File: config.mk
export PLATFORM = sky130hd
export DESIGN_NAME = bbias_seq_ctrl
export DESIGN_NICKNAME = d
export VERILOG_FILES = /design/src/rtl/bbias_pkg.sv /design/src/rtl/bbias_regs.sv /design/src/rtl/bbias_settle_timer.sv /design/src/rtl/bbias_seq_fsm.sv /design/src/rtl/bbias_seq_ctrl.sv
export SDC_FILE = /design/constraint.sdc
export NUM_CORES = 1
export LEC_CHECK = 0
export BUFFER_PORTS_ARGS = -buffer_cell sky130_fd_sc_hd__buf_2
export CORE_MARGIN = 1
export CORE_UTILIZATION = 40
export CTS_CLUSTER_SIZE = 14
export DETAILED_ROUTE_END_ITERATION = 7
export GPL_TIMING_DRIVEN = 0
export PLACE_DENSITY = 0.66
export SKIP_LAST_GASP = 1
export SYNTH_ARGS = -nofsm -noshare
export SYNTH_HDL_FRONTEND = slang
export SYNTH_SLANG_ARGS = --single-unit
export TNS_END_PERCENT = 100
File: constraint.sdc
create_clock -name clk -period 5.45 [get_ports clk]
set_input_delay 0.2725 -clock clk [delete_from_list [all_inputs] [get_ports clk]]
set_output_delay 0.2725 -clock clk [all_outputs]
set_load 0.01 [all_outputs]
File: src/rtl/bbias_pkg.sv
package bbias_pkg;

    localparam int DATA_W = 32;
    localparam int ADDR_W = 2;

    localparam logic [ADDR_W-1:0] ADDR_SETUP = 2'd0;
    localparam logic [ADDR_W-1:0] ADDR_CTRL  = 2'd1;
    localparam logic [ADDR_W-1:0] ADDR_STAT  = 2'd2;

    // setup word bit positions
    localparam int SU_CLS_LSB  = 0;
    localparam int SU_REQ_BIT  = 2;
    localparam int SU_STS_LSB  = 3;
    localparam int SU_BUSY_BIT = 6;

    // control word bit positions
    localparam int CT_EN_BIT    = 0;
    localparam int CT_REV_BIT   = 1;
    localparam int CT_FWD_BIT   = 2;
    localparam int CT_SLEEP_BIT = 3;
    localparam int CT_WAIT_LSB  = 8;

    localparam int ST_DONE_BIT = 0;

    typedef enum logic [1:0] {
        BIAS_BYPASS  = 2'd0,
        BIAS_REVERSE = 2'd1,
        BIAS_FORWARD = 2'd2
    } bias_e;

    typedef enum logic [1:0] {
        CLS_NONE    = 2'd0,
        CLS_FAST    = 2'd1,
        CLS_NOMINAL = 2'd2,
        CLS_SLOW    = 2'd3
    } speed_e;

    typedef struct packed {
        logic sleep_rev;
        logic fwd_ok;
        logic rev_ok;
        logic en;
    } ctrl_flags_t;

    typedef enum logic {
        SEQ_IDLE   = 1'b0,
        SEQ_SETTLE = 1'b1
    } seq_state_e;

    function automatic bias_e pick_bias(speed_e cls, ctrl_flags_t fl);
        bias_e r;
        r = BIAS_BYPASS;
        if (cls == CLS_FAST && fl.fwd_ok)
            r = BIAS_FORWARD;
        else if (cls == CLS_SLOW && fl.rev_ok)
            r = BIAS_REVERSE;
        return r;
    endfunction

endpackage

File: src/rtl/bbias_regs.sv
module bbias_regs
    import bbias_pkg::*;
#(
    parameter int DW = DATA_W,
    parameter int AW = ADDR_W,
    parameter int WAIT_W = 8
) (
    input  logic              clk,
    input  logic              rst,
    input  logic              wr_en,
    input  logic [AW-1:0]     wr_addr,
    input  logic [DW-1:0]     wr_data,
    input  logic [AW-1:0]     rd_addr,
    input  logic              busy,
    input  bias_e             status,
    input  logic              done_set,
    output ctrl_flags_t       flags,
    output logic [WAIT_W-1:0] wait_cnt,
    output speed_e            cls_wr,
    output logic              req_wr,
    output logic              done,
    output logic [DW-1:0]     rd_data
);

    speed_e cls_q;
    logic   setup_wr, ctrl_wr, clr_wr;

    assign setup_wr = wr_en && (wr_addr == ADDR_SETUP);
    assign ctrl_wr  = wr_en && (wr_addr == ADDR_CTRL);
    assign clr_wr   = wr_en && (wr_addr == ADDR_STAT) && wr_data[ST_DONE_BIT];
    assign cls_wr   = speed_e'(wr_data[SU_CLS_LSB +: 2]);
    assign req_wr   = setup_wr && wr_data[SU_REQ_BIT];

    always_ff @(posedge clk) begin
        if (rst) begin
            cls_q    <= CLS_NONE;
            flags    <= '0;
            wait_cnt <= '0;
            done     <= 1'b0;
        end else begin
            if (setup_wr)
                cls_q <= cls_wr;
            if (ctrl_wr) begin
                flags.en        <= wr_data[CT_EN_BIT];
                flags.rev_ok    <= wr_data[CT_REV_BIT];
                flags.fwd_ok    <= wr_data[CT_FWD_BIT];
                flags.sleep_rev <= wr_data[CT_SLEEP_BIT];
                wait_cnt        <= wr_data[CT_WAIT_LSB +: WAIT_W];
            end
            if (done_set)
                done <= 1'b1;
            else if (clr_wr)
                done <= 1'b0;
        end
    end

    always_comb begin
        rd_data = '0;
        unique case (rd_addr)
            ADDR_SETUP: begin
                rd_data[SU_CLS_LSB +: 2] = cls_q;
                rd_data[SU_REQ_BIT]      = busy;
                rd_data[SU_STS_LSB +: 2] = status;
                rd_data[SU_BUSY_BIT]     = busy;
            end
            ADDR_CTRL: begin
                rd_data[CT_EN_BIT]              = flags.en;
                rd_data[CT_REV_BIT]             = flags.rev_ok;
                rd_data[CT_FWD_BIT]             = flags.fwd_ok;
                rd_data[CT_SLEEP_BIT]           = flags.sleep_rev;
                rd_data[CT_WAIT_LSB +: WAIT_W]  = wait_cnt;
            end
            ADDR_STAT: rd_data[ST_DONE_BIT] = done;
            default:   rd_data = '0;
        endcase
    end

endmodule

File: src/rtl/bbias_settle_timer.sv
module bbias_settle_timer #(
    parameter int WAIT_W   = 8,
    parameter int PRESCALE = 8
) (
    input  logic              clk,
    input  logic              rst,
    input  logic              load,
    input  logic [WAIT_W-1:0] load_val,
    input  logic              run,
    output logic              expired
);

    localparam int PRE_W = (PRESCALE > 1) ? $clog2(PRESCALE) : 1;
    localparam logic [PRE_W-1:0] PRE_LAST = PRE_W'(PRESCALE - 1);

    logic [PRE_W-1:0]  pre_q;
    logic [WAIT_W-1:0] ticks_q;

    assign expired = (ticks_q == '0);

    always_ff @(posedge clk) begin
        if (rst) begin
            pre_q   <= '0;
            ticks_q <= '0;
        end else if (load) begin
            pre_q   <= '0;
            ticks_q <= load_val;
        end else if (run && !expired) begin
            if (pre_q == PRE_LAST) begin
                pre_q   <= '0;
                ticks_q <= ticks_q - 1'b1;
            end else begin
                pre_q <= pre_q + 1'b1;
            end
        end
    end

endmodule

File: src/rtl/bbias_seq_fsm.sv
module bbias_seq_fsm
    import bbias_pkg::*;
(
    input  logic        clk,
    input  logic        rst,
    input  logic        req_wr,
    input  speed_e      cls_wr,
    input  ctrl_flags_t flags,
    input  logic        expired,
    output logic        start,
    output logic        busy,
    output logic        done_set,
    output bias_e       bias,
    output bias_e       status
);

    seq_state_e state_q;

    assign busy     = (state_q == SEQ_SETTLE);
    assign start    = req_wr && flags.en && (state_q == SEQ_IDLE);
    assign done_set = busy && expired;

    always_ff @(posedge clk) begin
        if (rst) begin
            state_q <= SEQ_IDLE;
            bias    <= BIAS_BYPASS;
            status  <= BIAS_BYPASS;
        end else begin
            unique case (state_q)
                SEQ_IDLE: if (start) begin
                    state_q <= SEQ_SETTLE;
                    bias    <= pick_bias(cls_wr, flags);
                end
                SEQ_SETTLE: if (expired) begin
                    state_q <= SEQ_IDLE;
                    status  <= bias;
                end
                default: state_q <= SEQ_IDLE;
            endcase
        end
    end

endmodule

File: src/rtl/bbias_seq_ctrl.sv
module bbias_seq_ctrl
    import bbias_pkg::*;
#(
    parameter int WAIT_W   = 8,
    parameter int PRESCALE = 8
) (
    input  logic              clk,
    input  logic              rst,
    input  logic              wr_en,
    input  logic [ADDR_W-1:0] wr_addr,
    input  logic [DATA_W-1:0] wr_data,
    input  logic [ADDR_W-1:0] rd_addr,
    output logic [DATA_W-1:0] rd_data,
    output logic [1:0]        bias_mode_o,
    output logic              ldo_en_o,
    output logic              sleep_rev_o,
    output logic              done_o
);

    ctrl_flags_t       flags;
    logic [WAIT_W-1:0] wait_cnt;
    speed_e            cls_wr;
    logic              req_wr, start, busy, done_set, expired;
    bias_e             bias, status;

    bbias_regs #(.DW(DATA_W), .AW(ADDR_W), .WAIT_W(WAIT_W)) u_regs (
        .clk(clk), .rst(rst), .wr_en(wr_en), .wr_addr(wr_addr), .wr_data(wr_data),
        .rd_addr(rd_addr), .busy(busy), .status(status), .done_set(done_set),
        .flags(flags), .wait_cnt(wait_cnt), .cls_wr(cls_wr), .req_wr(req_wr),
        .done(done_o), .rd_data(rd_data)
    );

    bbias_settle_timer #(.WAIT_W(WAIT_W), .PRESCALE(PRESCALE)) u_timer (
        .clk(clk), .rst(rst), .load(start), .load_val(wait_cnt),
        .run(busy), .expired(expired)
    );

    bbias_seq_fsm u_fsm (
        .clk(clk), .rst(rst), .req_wr(req_wr), .cls_wr(cls_wr), .flags(flags),
        .expired(expired), .start(start), .busy(busy), .done_set(done_set),
        .bias(bias), .status(status)
    );

    assign bias_mode_o = bias;
    assign ldo_en_o    = flags.en;
    assign sleep_rev_o = flags.sleep_rev;

endmodule

# After elaboration in Yosys (flattened, before gate mapping)
# Index checks and enable logic that the tools add are counted.
[word_totals] reg_bits=31 inputBits=39 output_inout_bits=37
[classes] n_addsub=2 n_eq_ne=7 muxes=16 bitwise_logic=1 reduce_logical=22
[ops] operator="$mux 8" count=4
[ops] operator="$logic_and 1x1->1" count=11
[ops] operator="$logic_not 8->1" count=1
[ops] operator="$sub 8x1->8 const B" count=1
[ops] operator="$mux 1" count=7
[ops] operator="$eq 2x1->1 const B" count=3
[ops] operator="$eq 2x2->1 const B" count=3
[ops] operator="$pmux 3 s2" count=1
[ops] operator="$reduce_and 2->1" count=3
[ops] operator="$reduce_bool 2->1" count=3
[ops] operator="$logic_not 2->1" count=2
[ops] operator="$add 3x1->3 const B" count=1
[ops] operator="$eq 3x3->1 const B" count=1
[ops] operator="$mux 3" count=1
[ops] operator="$pmux 1 s3" count=1
[ops] operator="$mux 2" count=1
[ops] operator="$pmux 1 s2" count=1
[ops] operator="$reduce_or 2->1" count=1
[ops] operator="$logic_not 1->1" count=1
[ops] operator="$not 1->1" count=1

# Longest topological paths before layout
# Gate-level depths: netlist (run 1).
[logic_depth] word_depth=7 depth_mapped=6

# Modules after synthesis
# From an unflattened synthesis (run 1), not the netlist that was laid out.
[hier_totals] hier_cells=206 area_unflattened_um2=1854.3
[by_module_without_submodules] module="bbias_regs" instances=1 cells_per_inst=106 area_each_um2=973.4 seq_area_each_um2=300.3
[by_module_without_submodules] module="bbias_settle_timer" instances=1 cells_per_inst=78 area_each_um2=641.9 seq_area_each_um2=220.2
[by_module_without_submodules] module="bbias_seq_fsm" instances=1 cells_per_inst=22 area_each_um2=239.0 seq_area_each_um2=100.1

# Worst setup path after synthesis (run 1)
# OpenSTA, ideal clock, no wires.
[synth_timing] path_kind="register to register" start="register u_timer.ticks_q[0]" end="register u_timer.pre_q[1]" t_arrival_ps=1634 t_required_ps=5364 slack_ps=3730 stages_incl_launch_ff=7 n_path_buf=0 cell_sequence="dfxtp_1 inv_1 ha_1 nor3b_2 a21bo_2 or3b_1 a211oi_1"
[synth_via] elab_chain_cells=3
[synth_lines] item="from (decl)" line="bbias_settle_timer.sv:17" source="logic [WAIT_W-1:0] ticks_q;"
[synth_lines] item="from (signal assigned)" line="bbias_settle_timer.sv:27" source="ticks_q <= load_val;"
[synth_lines] item="from (signal assigned)" line="bbias_settle_timer.sv:31" source="ticks_q <= ticks_q - 1'b1;"
[synth_lines] item="$logic_not 8->1" line="bbias_settle_timer.sv:19" source="assign expired = (ticks_q == '0);"
[synth_lines] item="$logic_not 1->1" line="bbias_settle_timer.sv:28" source="end else if (run && !expired) begin"
[synth_lines] item="$logic_and 1x1->1" line="bbias_settle_timer.sv:28"
[synth_lines] item="to (signal assigned)" line="bbias_settle_timer.sv:33" source="pre_q <= pre_q + 1'b1;"
[synth_lines] item="to (decl)" line="bbias_settle_timer.sv:16" source="logic [PRE_W-1:0] pre_q;"
# Every way passes these cells.
# A chain may end at the register's enable or synchronous reset.

# Final worst setup path (run 1)
[layout_timing] start="register u_timer.pre_q[0]" end="register u_timer.ticks_q[3]"
[layout_via] elab_chain_cells=3
[layout_lines] item="$eq 3x3->1" line="bbias_settle_timer.sv:29" source="if (pre_q == PRE_LAST) begin"
[layout_lines] item="$reduce_bool 2->1 (no source line)"
[layout_lines] item="$reduce_and 2->1 (no source line)"
# Every way passes these cells.

==> results.sh, run 1 <==
export IMPL_peakVddDrop_uv=171
export IMPL_drtAntennaViolNets=0
export IMPL_grt_pass1_vias=1212
export IMPL_syn_area_um2=1670
export IMPL_slowest_delay_ns=0.78
export IMPL_setup_slack_ns=3.45
export IMPL_hold_viol=0
export IMPL_cts_root_buf="clkbuf_8"
export IMPL_tightest_slew_ns=0.875
export IMPL_synthMuxAreaShare=0.120
export IMPL_ctsResizeCount=0
export IMPL_synth_seq_cells=31
export IMPL_grt_max_degree=11
export IMPL_core_area_um2=4000
export IMPL_synth_simple_area_share=0.232
export IMPL_post_place_cells=285
export IMPL_grt_pass1_wl_um=5820
export IMPL_min_period_ns=2.00
export IMPL_final_cell_mix="buf_2 (38), dfxtp_1 (31), nor2_1 (24)"
export IMPL_yosysTopAreaCell="dfxtp_1"
export IMPL_die_h_um=66.6
export IMPL_arrival_ns=2.21
export IMPL_fmaxAchievable_mhz=501
export IMPL_cpMostUsedCell="ha_1"
export IMPL_synthAdderAreaFrac=0.0300
export IMPL_syn_avg_cell_area_um2=9.16
export IMPL_p_switching_mw=0.108
export IMPL_ys_warn_count=0
export IMPL_wl_per_cell_um=12.1
export IMPL_drive_above_1_share=0.292
export IMPL_clk_latency_ns=0.28
export IMPL_p_per_area_nw_per_um2=219
export IMPL_drt_initial_drc_count=50
export IMPL_path_max_fanout=5
export IMPL_hold_depth=2
export IMPL_synth_top_area_frac=0.372
export IMPL_fin_crit_sh=0.367
export IMPL_hp_class="in -> reg"
export IMPL_slew_limit_headroom=0.409
export IMPL_leakagePower_nw=1.00
export IMPL_finalClockSkew_ns=0.00185
export IMPL_setup_viol=0
export IMPL_multi_input_area_um2=931
export IMPL_cts_tree="built"
export IMPL_postCtsSetupBuffers=0
export IMPL_place_hpwl_um=2650
export IMPL_seqPwrFrac=0.519
export IMPL_p_comb_frac=0.100
export IMPL_num_vias=1401
export IMPL_pre_cts_slack_ns=3.50
export IMPL_maxCapViolCount=0
export IMPL_drt_pass1_iter_count=4
export IMPL_placed_area_um2=1970
export IMPL_p_sw_frac=0.240
export IMPL_start_util=0.417
export IMPL_drt_total_wl_um=3540
export IMPL_drc_errors=0
export IMPL_required_ns=5.66
export IMPL_ios=76
export IMPL_vias_per_cell=4.78
export IMPL_cts_buffer_depth=2
export IMPL_cts_hold_buffers=0
export IMPL_crit_type="reg -> reg"
export IMPL_final_util=0.514
export IMPL_timing_setup_tns_ns=0
export IMPL_die_w_um=66.6
export IMPL_synth_compound_area_share=0.131
export IMPL_cts_sink_count=31
export IMPL_layout_nets=285
export IMPL_worst_setup_path_start_kind="flip-flop"
export IMPL_synth_xor_area_frac=0.00526
export IMPL_synth_top_family_by_area="simple AND/OR/NAND/NOR gates"
export IMPL_syn2layout_area_growth_pct=23.3
export IMPL_htreeDepth=2
export IMPL_p_int_mw=0.341
export IMPL_grt_setup_unrepaired="false"
export IMPL_n_antenna_cell=0
export IMPL_status="finished clean"
export IMPL_pwr_share_clk=0.382
export IMPL_rows=23
export IMPL_place_congestion=0.807
export IMPL_ff_latch_area_um2=621
export IMPL_slew_violations=0
export IMPL_port_buffers=36
export IMPL_syn_inst=182
export IMPL_final_cells=293
export IMPL_final_fill_count=409
export IMPL_cts_buffers=5
export IMPL_synth_cell_types=41
export IMPL_synth_area_leaders="dfxtp_1 (37%), mux2i_1 (12%), buf_4 (8.6%)"
export IMPL_grt_total_usage=0.178
export IMPL_ys_seq_area_frac=0.372
export IMPL_final_area_um2=2050
export IMPL_layout_commonest_cell="buf_2"
export IMPL_antenna_found_initial=0
export IMPL_dieArea_um2=4430
export IMPL_grt_remaining_overflow=0
export IMPL_slowest_stage="nor4bb_1"
export IMPL_critPathCaptureType="flip-flop"
export IMPL_clk_pin_slew_ns=0.06
export IMPL_path_cells="ha_1, ha_1, nor4bb_1, a32oi_1, a21oi_1"
export IMPL_rr_worst_depth=5
[cell families (layout without fill, tap and decap cells)]
logic type	after synthesis	count (layout)
AO/OA/AOI/OAI	28	28
multiplexers	20	20
buffers and inverters	28	72
adder cells (fa/ha/maj)	4	4
flip-flops	31	31
AND/OR/NAND/NOR	69	69
XOR/XNOR	1	1
other	1	18
[layer usage]
metal  part of all wire  global-route usage  vias to the layer above
li1                   -                   -                      731
met1               0.50               0.243                      624
met2               0.43               0.259                       38
met3              0.049              0.0479                        8
met4              0.021              0.0798                        0
met5                  0                   0                        -
[synth_stat cells]
master / count
a21oi_1: 10
nand4_1: 1
a211o_1: 1
nor4bb_1: 1
o311ai_0: 1
mux2i_1: 20
ha_1: 4
clkbuf_1: 4
and2_2: 1
or3b_1: 1
nor2_1: 24
nor2b_1: 1
buf_4: 19
nand4b_1: 3
nor3b_2: 2
a2111oi_1: 2
and4b_1: 1
a21bo_2: 1
a31oi_1: 1
a21o_1: 1
nor3_1: 3
nor4_2: 1
buf_2: 2
and2_1: 8
nand3_1: 4
dfxtp_1: 31
nand2_1: 10
a2111oi_4: 1
a21oi_2: 1
nor3b_1: 3
a22oi_1: 1
conb_1: 1
a211oi_1: 2
inv_1: 3
or3_1: 2
o22ai_1: 1
o211ai_1: 2
xor2_1: 1
nand3b_1: 2
or4_4: 1
a32oi_1: 3
[through the flow]
stage | hold WS (ns) | power [mW]
after floorplan | 0.349 | 0.268
after global placement | 0.453 | 0.282
after detailed placement | 0.461 | 0.283
after CTS | 0.196 | 0.454
after global routing | 0.213 | 0.473
final | 0.202 | 0.449
[sequential cells by signal (all words and copies together) (netlist names)]
| register | cells |
|---|---|
| u_fsm.busy | 1 |
| u_regs.cls_q | 2 |
| u_regs.wait_cnt | 8 |
| u_regs.flags | 4 |
| u_regs.done | 1 |
| u_timer.ticks_q | 8 |
| u_fsm.status | 2 |
| u_fsm.bias | 2 |
| u_timer.pre_q | 3 |
[power by group through the flow]
| stage | clock network, mW | registers (mW) | logic [mW] |
|---|---|---|---|
| 2_1_floorplan | 0 | 0.237 | 0.0309 |
| 3_3_place_gp | 0 | 0.238 | 0.0445 |
| 3_5_place_dp | 0 | 0.238 | 0.0446 |
| 4_1_cts | 0.177 | 0.233 | 0.0447 |
| 5_1_grt | 0.190 | 0.233 | 0.0500 |
| 6_report | 0.171 | 0.233 | 0.0447 |
[path summary, 6_finish.rpt]
check / start / to / slack, ns
worst min-delay path: rst / u_timer.ticks_q[0] / 0.20
worst max register to register: u_timer.pre_q[0] / u_timer.ticks_q[3] / 3.45
worst max-delay path: u_timer.pre_q[0] / u_timer.ticks_q[3] / 3.45
worst min register to register: u_timer.pre_q[1] / u_timer.pre_q[1] / 0.47
[final cells by class]
class	count	share of cell area
clock buffers	7	0.0371
flip-flops and latches	31	0.302
inverters	3	0.00548
repair buffers	36	0.0877
multi-input cells	140	0.453
well taps	50	0.0305
clock inverters	1	0.00244
plain buffers	25	0.0816
[critical path: cells and delay by family, from the launching register on]
kind / cells / cell delay [ns]
simple gates: 1 / 0.78
compound gates: 2 / 0.41
fa+ha+maj: 2 / 0.37
flops: 1 / 0.36
No activity file was read; power rests on OpenSTA's default activity.
==> inputs of run 2 (changes only) <==
--- a/config.mk
+++ b/config.mk
@@ -5,13 +5,14 @@
 export SDC_FILE = /design/constraint.sdc
 export NUM_CORES = 1
 export LEC_CHECK = 0
+export ABC_AREA = 1
 export BUFFER_PORTS_ARGS = -buffer_cell sky130_fd_sc_hd__buf_2
 export CORE_MARGIN = 1
 export CORE_UTILIZATION = 40
 export CTS_CLUSTER_SIZE = 14
 export DETAILED_ROUTE_END_ITERATION = 7
 export GPL_TIMING_DRIVEN = 0
-export PLACE_DENSITY = 0.66
+export PLACE_DENSITY = 0.65
 export SKIP_LAST_GASP = 1
 export SYNTH_ARGS = -nofsm -noshare
 export SYNTH_HDL_FRONTEND = slang
==> constraint.sdc (replaced) <==
create_clock -name clk -period 2.1 [get_ports clk]
set_input_delay 0.105 -clock clk [delete_from_list [all_inputs] [get_ports clk]]
set_output_delay 0.105 -clock clk [all_outputs]
set_load 0.01 [all_outputs]
==> results.sh, run 2 <==
export IMPL_dieArea_um2=4630
export IMPL_worst_setup_path_start_kind="flip-flop"
export IMPL_critPathCaptureType="flip-flop"
export IMPL_placed_area_um2=2050
export IMPL_cts_sink_count=31
export IMPL_status="finished clean"
export IMPL_cts_tree="built"
export IMPL_syn_inst=252
export IMPL_synth_area_leaders="dfxtp_1 (36%), nand2_1 (8.0%), buf_4 (7.8%)"
export IMPL_final_area_um2=2130
export IMPL_drt_total_wl_um=3920
export IMPL_syn2layout_area_growth_pct=22.5
export IMPL_seqPwrFrac=0.501
export IMPL_synthTopCellsByCount="nand2_1 (37), inv_1 (34), nor2_1 (33)"
export IMPL_power_mw=1.22
export IMPL_p_sw_frac=0.266
export IMPL_syn_area_um2=1740
export IMPL_vias_per_cell=4.57
export IMPL_rows=23
export IMPL_synth_seq_cells=31
export IMPL_htreeDepth=2
export IMPL_largestRegisters="u_regs.wait_cnt: 8 flops, u_timer.ticks_q: 8 flops, u_regs.flags: 4 flops"
export IMPL_leakagePower_nw=1.08
export IMPL_drc_errors=0
export IMPL_port_buffers=36
export IMPL_antenna_found_initial=0
export IMPL_cts_hold_buffers=0
export IMPL_start_util=0.427
export IMPL_crit_type="reg -> reg"
export IMPL_postCtsSetupBuffers=0
export IMPL_pwr_share_clk=0.380
export IMPL_n_antenna_cell=0
export IMPL_fmaxAchievable_mhz=673
export IMPL_core_area_um2=4090
export IMPL_path_cells="inv_1, ha_1, nand2_1, inv_1, nand2_2, nand3_4, nand2_4, nand2_1, a21oi_1"
export IMPL_drive_above_1_share=0.246
export IMPL_r2r_slack_ns=0.61
export IMPL_synth_edff_count=0
export IMPL_syn_avg_cell_area_um2=6.92
export IMPL_synth_cell_types=29
export IMPL_grt_remaining_overflow=0
export IMPL_layout_nets=355
export IMPL_ctsResizeCount=0
export IMPL_required_ns=2.31
export IMPL_ys_warn_count=0
export IMPL_grt_max_degree=11
export IMPL_drtAntennaViolNets=0
export IMPL_place_congestion=0.825
export IMPL_slew_violations=0
export IMPL_slowest_stage="dfxtp_1"
export IMPL_peakVddDrop_uv=407
export IMPL_min_period_ns=1.49
export IMPL_cts_buffer_depth=2
export IMPL_path_max_fanout=10
export IMPL_place_hpwl_um=3010
export IMPL_grt_setup_unrepaired="false"
export IMPL_cts_root_buf="clkbuf_8"
export IMPL_synthFlopType="dfxtp_1"
export IMPL_drt_initial_drc_count=70
export IMPL_clk_latency_ns=0.29
export IMPL_grt_pass1_wl_um=6370
export IMPL_cts_buffers=5
export IMPL_p_int_mw=0.896
export IMPL_async_flop_share=0
export IMPL_maxCapViolCount=0
export IMPL_grt_pass1_vias=1407
export IMPL_clk_pin_slew_ns=0.07
export IMPL_final_cells=363
export IMPL_arrival_ns=1.70
export IMPL_setup_viol=0
export IMPL_hp_class="in -> reg"
export IMPL_timing_setup_tns_ns=0
export IMPL_wl_per_cell_um=10.8
export IMPL_grt_total_usage=0.188
export IMPL_yosys_cell_count_top_type="nand2_1"
export IMPL_synth_top_area_frac=0.356
export IMPL_slowest_delay_ns=0.35
export IMPL_die_w_um=68.0
export IMPL_hold_viol=0
export IMPL_p_switching_mw=0.325
export IMPL_final_cell_mix="nand2_1 (37), buf_2 (37), inv_1 (34)"
export IMPL_die_h_um=68.0
export IMPL_p_comb_frac=0.120
export IMPL_ios=76
export IMPL_finalClockSkew_ns=0.00442
export IMPL_final_fill_count=418
export IMPL_ys_seq_area_frac=0.356
export IMPL_drt_pass1_iter_count=4
export IMPL_yosysTopAreaCell="dfxtp_1"
export IMPL_fin_crit_sh=0.708
export IMPL_post_place_cells=355
export IMPL_num_vias=1660
export IMPL_p_per_area_nw_per_um2=572
==> run 2: per-stage QoR <==
stage / utilization / setup WS [ns] / hold WS, ns
floorplan: - / 0.822 / 0.240
global placement: 0.502 / 0.676 / 0.384
detailed placement: 0.502 / 0.616 / 0.387
CTS: 0.522 / 0.603 / 0.0901
global route: 0.522 / 0.438 / 0.103
finish: 0.522 / 0.614 / 0.0923
==> run 2: layer usage <==
layer	wire length [um]	global-route usage	vias to the layer above
met5	0	0	-
met4	65	0.0833	0
met3	211	0.0550	6
met2	1730	0.294	47
met1	1910	0.236	726
li1	-	-	881
==> run 2: cells by family after synthesis <==
group,after synthesis,share of synthesized area
AND/OR/NAND/NOR,100,0.265
buffers and inverters,61,0.176
flip-flops,31,0.356
XOR/XNOR,3,0.0151
adder cells (fa/ha/maj),4,0.0287
AO/OA/AOI/OAI,52,0.157
other,1,0.00215
==> run 2: final timing paths <==
path	startpoint	end	depth (start not counted)
worst max-delay path	u_timer.ticks_q[0]	u_timer.ticks_q[5]	9
worst min-delay path	wr_data[1]	u_regs.cls_q[1]	3
worst max register to register	u_timer.ticks_q[0]	u_timer.ticks_q[5]	9
worst min register to register	u_regs.flags[3]	u_regs.flags[3]	2
==> run 2: area by class of cell <==
class	count	area, um2	share of cell area
Buffer	25	171	0.0803
Clock buffer	6	72.6	0.0340
Clock inverter	2	12.5	0.00586
Inverter	36	135	0.0633
Multi-Input combinational cell	177	880	0.412
Sequential cell	31	621	0.291
Tap cell	50	62.6	0.0293
Timing Repair Buffer	36	180	0.0844
==> run 2: worst max-delay path, delay by kind of cell (launching register included) <==
kind | cells | cell delay [ns]
buffers and inverters | 2 | 0.17
and+or+nand+nor | 5 | 0.53
AOI/OAI and AO/OA | 1 | 0.13
adders and majority gates | 1 | 0.23
DFF | 1 | 0.35
==> run 2: power groups by stage <==
stage / sequential (mW) / clock (mW) / combinational, mW
after floorplan: 0.624 / 0 / 0.102
after global placement: 0.624 / 0 / 0.144
after detailed placement: 0.625 / 0 / 0.145
after CTS: 0.611 / 0.469 / 0.145
after global routing: 0.613 / 0.499 / 0.166
final: 0.611 / 0.464 / 0.146
==> inputs of run 3 (changes only) <==
--- a/config.mk
+++ b/config.mk
@@ -5,14 +5,14 @@
 export SDC_FILE = /design/constraint.sdc
 export NUM_CORES = 1
 export LEC_CHECK = 0
-export ABC_AREA = 1
+export ABC_AREA = 0
 export BUFFER_PORTS_ARGS = -buffer_cell sky130_fd_sc_hd__buf_2
 export CORE_MARGIN = 1
 export CORE_UTILIZATION = 40
 export CTS_CLUSTER_SIZE = 14
 export DETAILED_ROUTE_END_ITERATION = 7
 export GPL_TIMING_DRIVEN = 0
-export PLACE_DENSITY = 0.65
+export PLACE_DENSITY = 0.66
 export SKIP_LAST_GASP = 1
 export SYNTH_ARGS = -nofsm -noshare
 export SYNTH_HDL_FRONTEND = slang
==> constraint.sdc (replaced) <==
create_clock -name clk -period 1.4 [get_ports clk]
set_input_delay 0.07 -clock clk [delete_from_list [all_inputs] [get_ports clk]]
set_output_delay 0.07 -clock clk [all_outputs]
set_load 0.01 [all_outputs]
==> results.sh, run 3 (synthesized netlist as in run 1, its figures left out) <==
export IMPL_status="finished, violations left"
export IMPL_violations="setup timing"
export IMPL_grt_max_degree=11
export IMPL_drive_above_1_share=0.428
export IMPL_final_fill_count=357
export IMPL_ff_latch_area_um2=638
export IMPL_slowest_delay_ns=0.37
export IMPL_grt_pass1_wl_um=6410
export IMPL_place_hpwl_um=2700
export IMPL_wl_per_cell_um=12.2
export IMPL_clk_pin_slew_ns=0.06
export IMPL_die_h_um=66.6
export IMPL_setup_slack_ns=-0.175
export IMPL_dieArea_um2=4430
export IMPL_n_antenna_cell=0
export IMPL_worstPathBufferInverterCount=1
export IMPL_slew_violations=0
export IMPL_layout_nets=299
export IMPL_vias_per_cell=4.82
export IMPL_maxCapViolCount=0
export IMPL_rows=23
export IMPL_arrival_ns=1.77
export IMPL_fin_crit_sh=1.13
export IMPL_grt_remaining_overflow=0
export IMPL_critPathCaptureType="flip-flop"
export IMPL_start_util=0.417
export IMPL_cts_tree="built"
export IMPL_min_period_ns=1.58
export IMPL_ios=76
export IMPL_slowest_stage="or3b_1"
export IMPL_drt_pass1_iter_count=4
export IMPL_cts_root_buf="clkbuf_8"
export IMPL_peakVddDrop_uv=625
export IMPL_die_w_um=66.6
export IMPL_htreeDepth=2
export IMPL_drt_total_wl_um=3750
export IMPL_largestRegisters="u_regs.wait_cnt: 8 flops, u_timer.ticks_q: 8 flops, u_regs.flags: 4 flops"
export IMPL_p_per_area_nw_per_um2=759
export IMPL_place_congestion=0.828
export IMPL_port_buffers=36
export IMPL_crit_type="reg -> reg"
export IMPL_timing_setup_tns_ns=-0.780
export IMPL_antenna_found_initial=0
export IMPL_setup_viol=11
export IMPL_leakagePower_nw=1.09
export IMPL_drt_initial_drc_count=31
export IMPL_multi_input_area_um2=1060
export IMPL_fmaxAchievable_mhz=635
export IMPL_cts_buffers=5
export IMPL_worst_setup_path_start_kind="flip-flop"
export IMPL_hp_class="in -> reg"
export IMPL_drc_errors=0
export IMPL_syn2layout_area_growth_pct=39.3
export IMPL_slew_limit_headroom=0.597
export IMPL_core_area_um2=4000
export IMPL_cts_buffer_depth=2
export IMPL_grt_setup_unrepaired="true"
export IMPL_finalClockSkew_ns=0.00721
export IMPL_layout_commonest_cell="buf_2"
export IMPL_path_max_fanout=5
export IMPL_num_vias=1480
export IMPL_drtAntennaViolNets=0
export IMPL_path_cells="inv_2, ha_4, nor3b_4, a21bo_2, or3b_1, a211oi_2"
export IMPL_grt_total_usage=0.193
export IMPL_hold_viol=0
export IMPL_tightest_slew_ns=0.604
export IMPL_grt_pass1_vias=1376
export IMPL_cts_sink_count=31
export IMPL_power_mw=1.76
export IMPL_required_ns=1.60
export IMPL_clk_latency_ns=0.29
export IMPL_final_cell_mix="buf_2 (38), buf_4 (31), nor2_1 (24)"
export IMPL_cp_top_family="simple AND/OR/NAND/NOR gates"
[run 3: cell count changes in the layout (fill, tap and decap cells not counted), moves of 9 or more]
cell     previous run  this run
buf_4              18        31
nand3_1            14         3
nand2_1            37         8
inv_1              34         1
nor2_1             33        24
mux2i_1             0        20
a21oi_1            22         9
o21ai_0            25         0
[run 3: repair_timing]
item	CTS	global route
hold buffers	1	0
pin swaps	7	6
setup buffers	6	7
endpoints found under the setup margin	12	25
hold endpoints to repair	1	0
resized for setup	9	15
[run 3: path summary, 6_finish.rpt]
path,startpoint,endpoint,slack (ns),depth (start not counted)
worst max-delay path,u_timer.ticks_q[0],u_timer.pre_q[1],-0.18,6
worst min-delay path,wr_data[8],u_regs.wait_cnt[0],0.02,3
worst max register to register,u_timer.ticks_q[0],u_timer.pre_q[1],-0.18,6
worst min register to register,u_fsm.bias[0],u_fsm.bias[0],0.48,2
[run 3: power by group]
group / total [mW] / internal (mW) / switching, mW
combinational: 0.182 / 0.0883 / 0.0940
clock: 0.679 / 0.346 / 0.332
sequential: 0.902 / 0.891 / 0.0116
total: 1.76 / 1.33 / 0.438
[run 3: layout make-up]
cell class	instances	area share
Buffer	25	0.0738
Multi-Input combinational cell	140	0.458
Clock buffer	6	0.0312
Inverter	3	0.00593
Timing Repair Buffer	50	0.124
Clock inverter	2	0.00539
Tap cell	50	0.0269
Sequential cell	31	0.275
[run 3: per-stage QoR]
step / hold slack (ns) / util / setup slack (ns) / instance area, um2 / instances
6_report: 0.0207 / 0.581 / -0.175 / 2320 / 307
5_1_grt: 0.0216 / 0.581 / -0.211 / 2320 / 307
4_1_cts: 0.0136 / 0.553 / -0.161 / 2210 / 300
3_5_place_dp: 0.281 / 0.507 / -0.284 / 2030 / 285
3_3_place_gp: 0.266 / 0.507 / -0.263 / 2030 / 285
2_1_floorplan: 0.139 / - / -0.164 / 1790 / 199
[run 3: per-layer routing]
metal	wire [um]	GRT usage
met2	1730	0.293
met5	0	0
met1	1760	0.256
met3	194	0.0462
met4	62	0.0824
[run 3: worst min-delay path, cell delays in order]
cell and delay, ns:
buf_2 0.07, mux2i_1 0.05, nor2_1 0.07
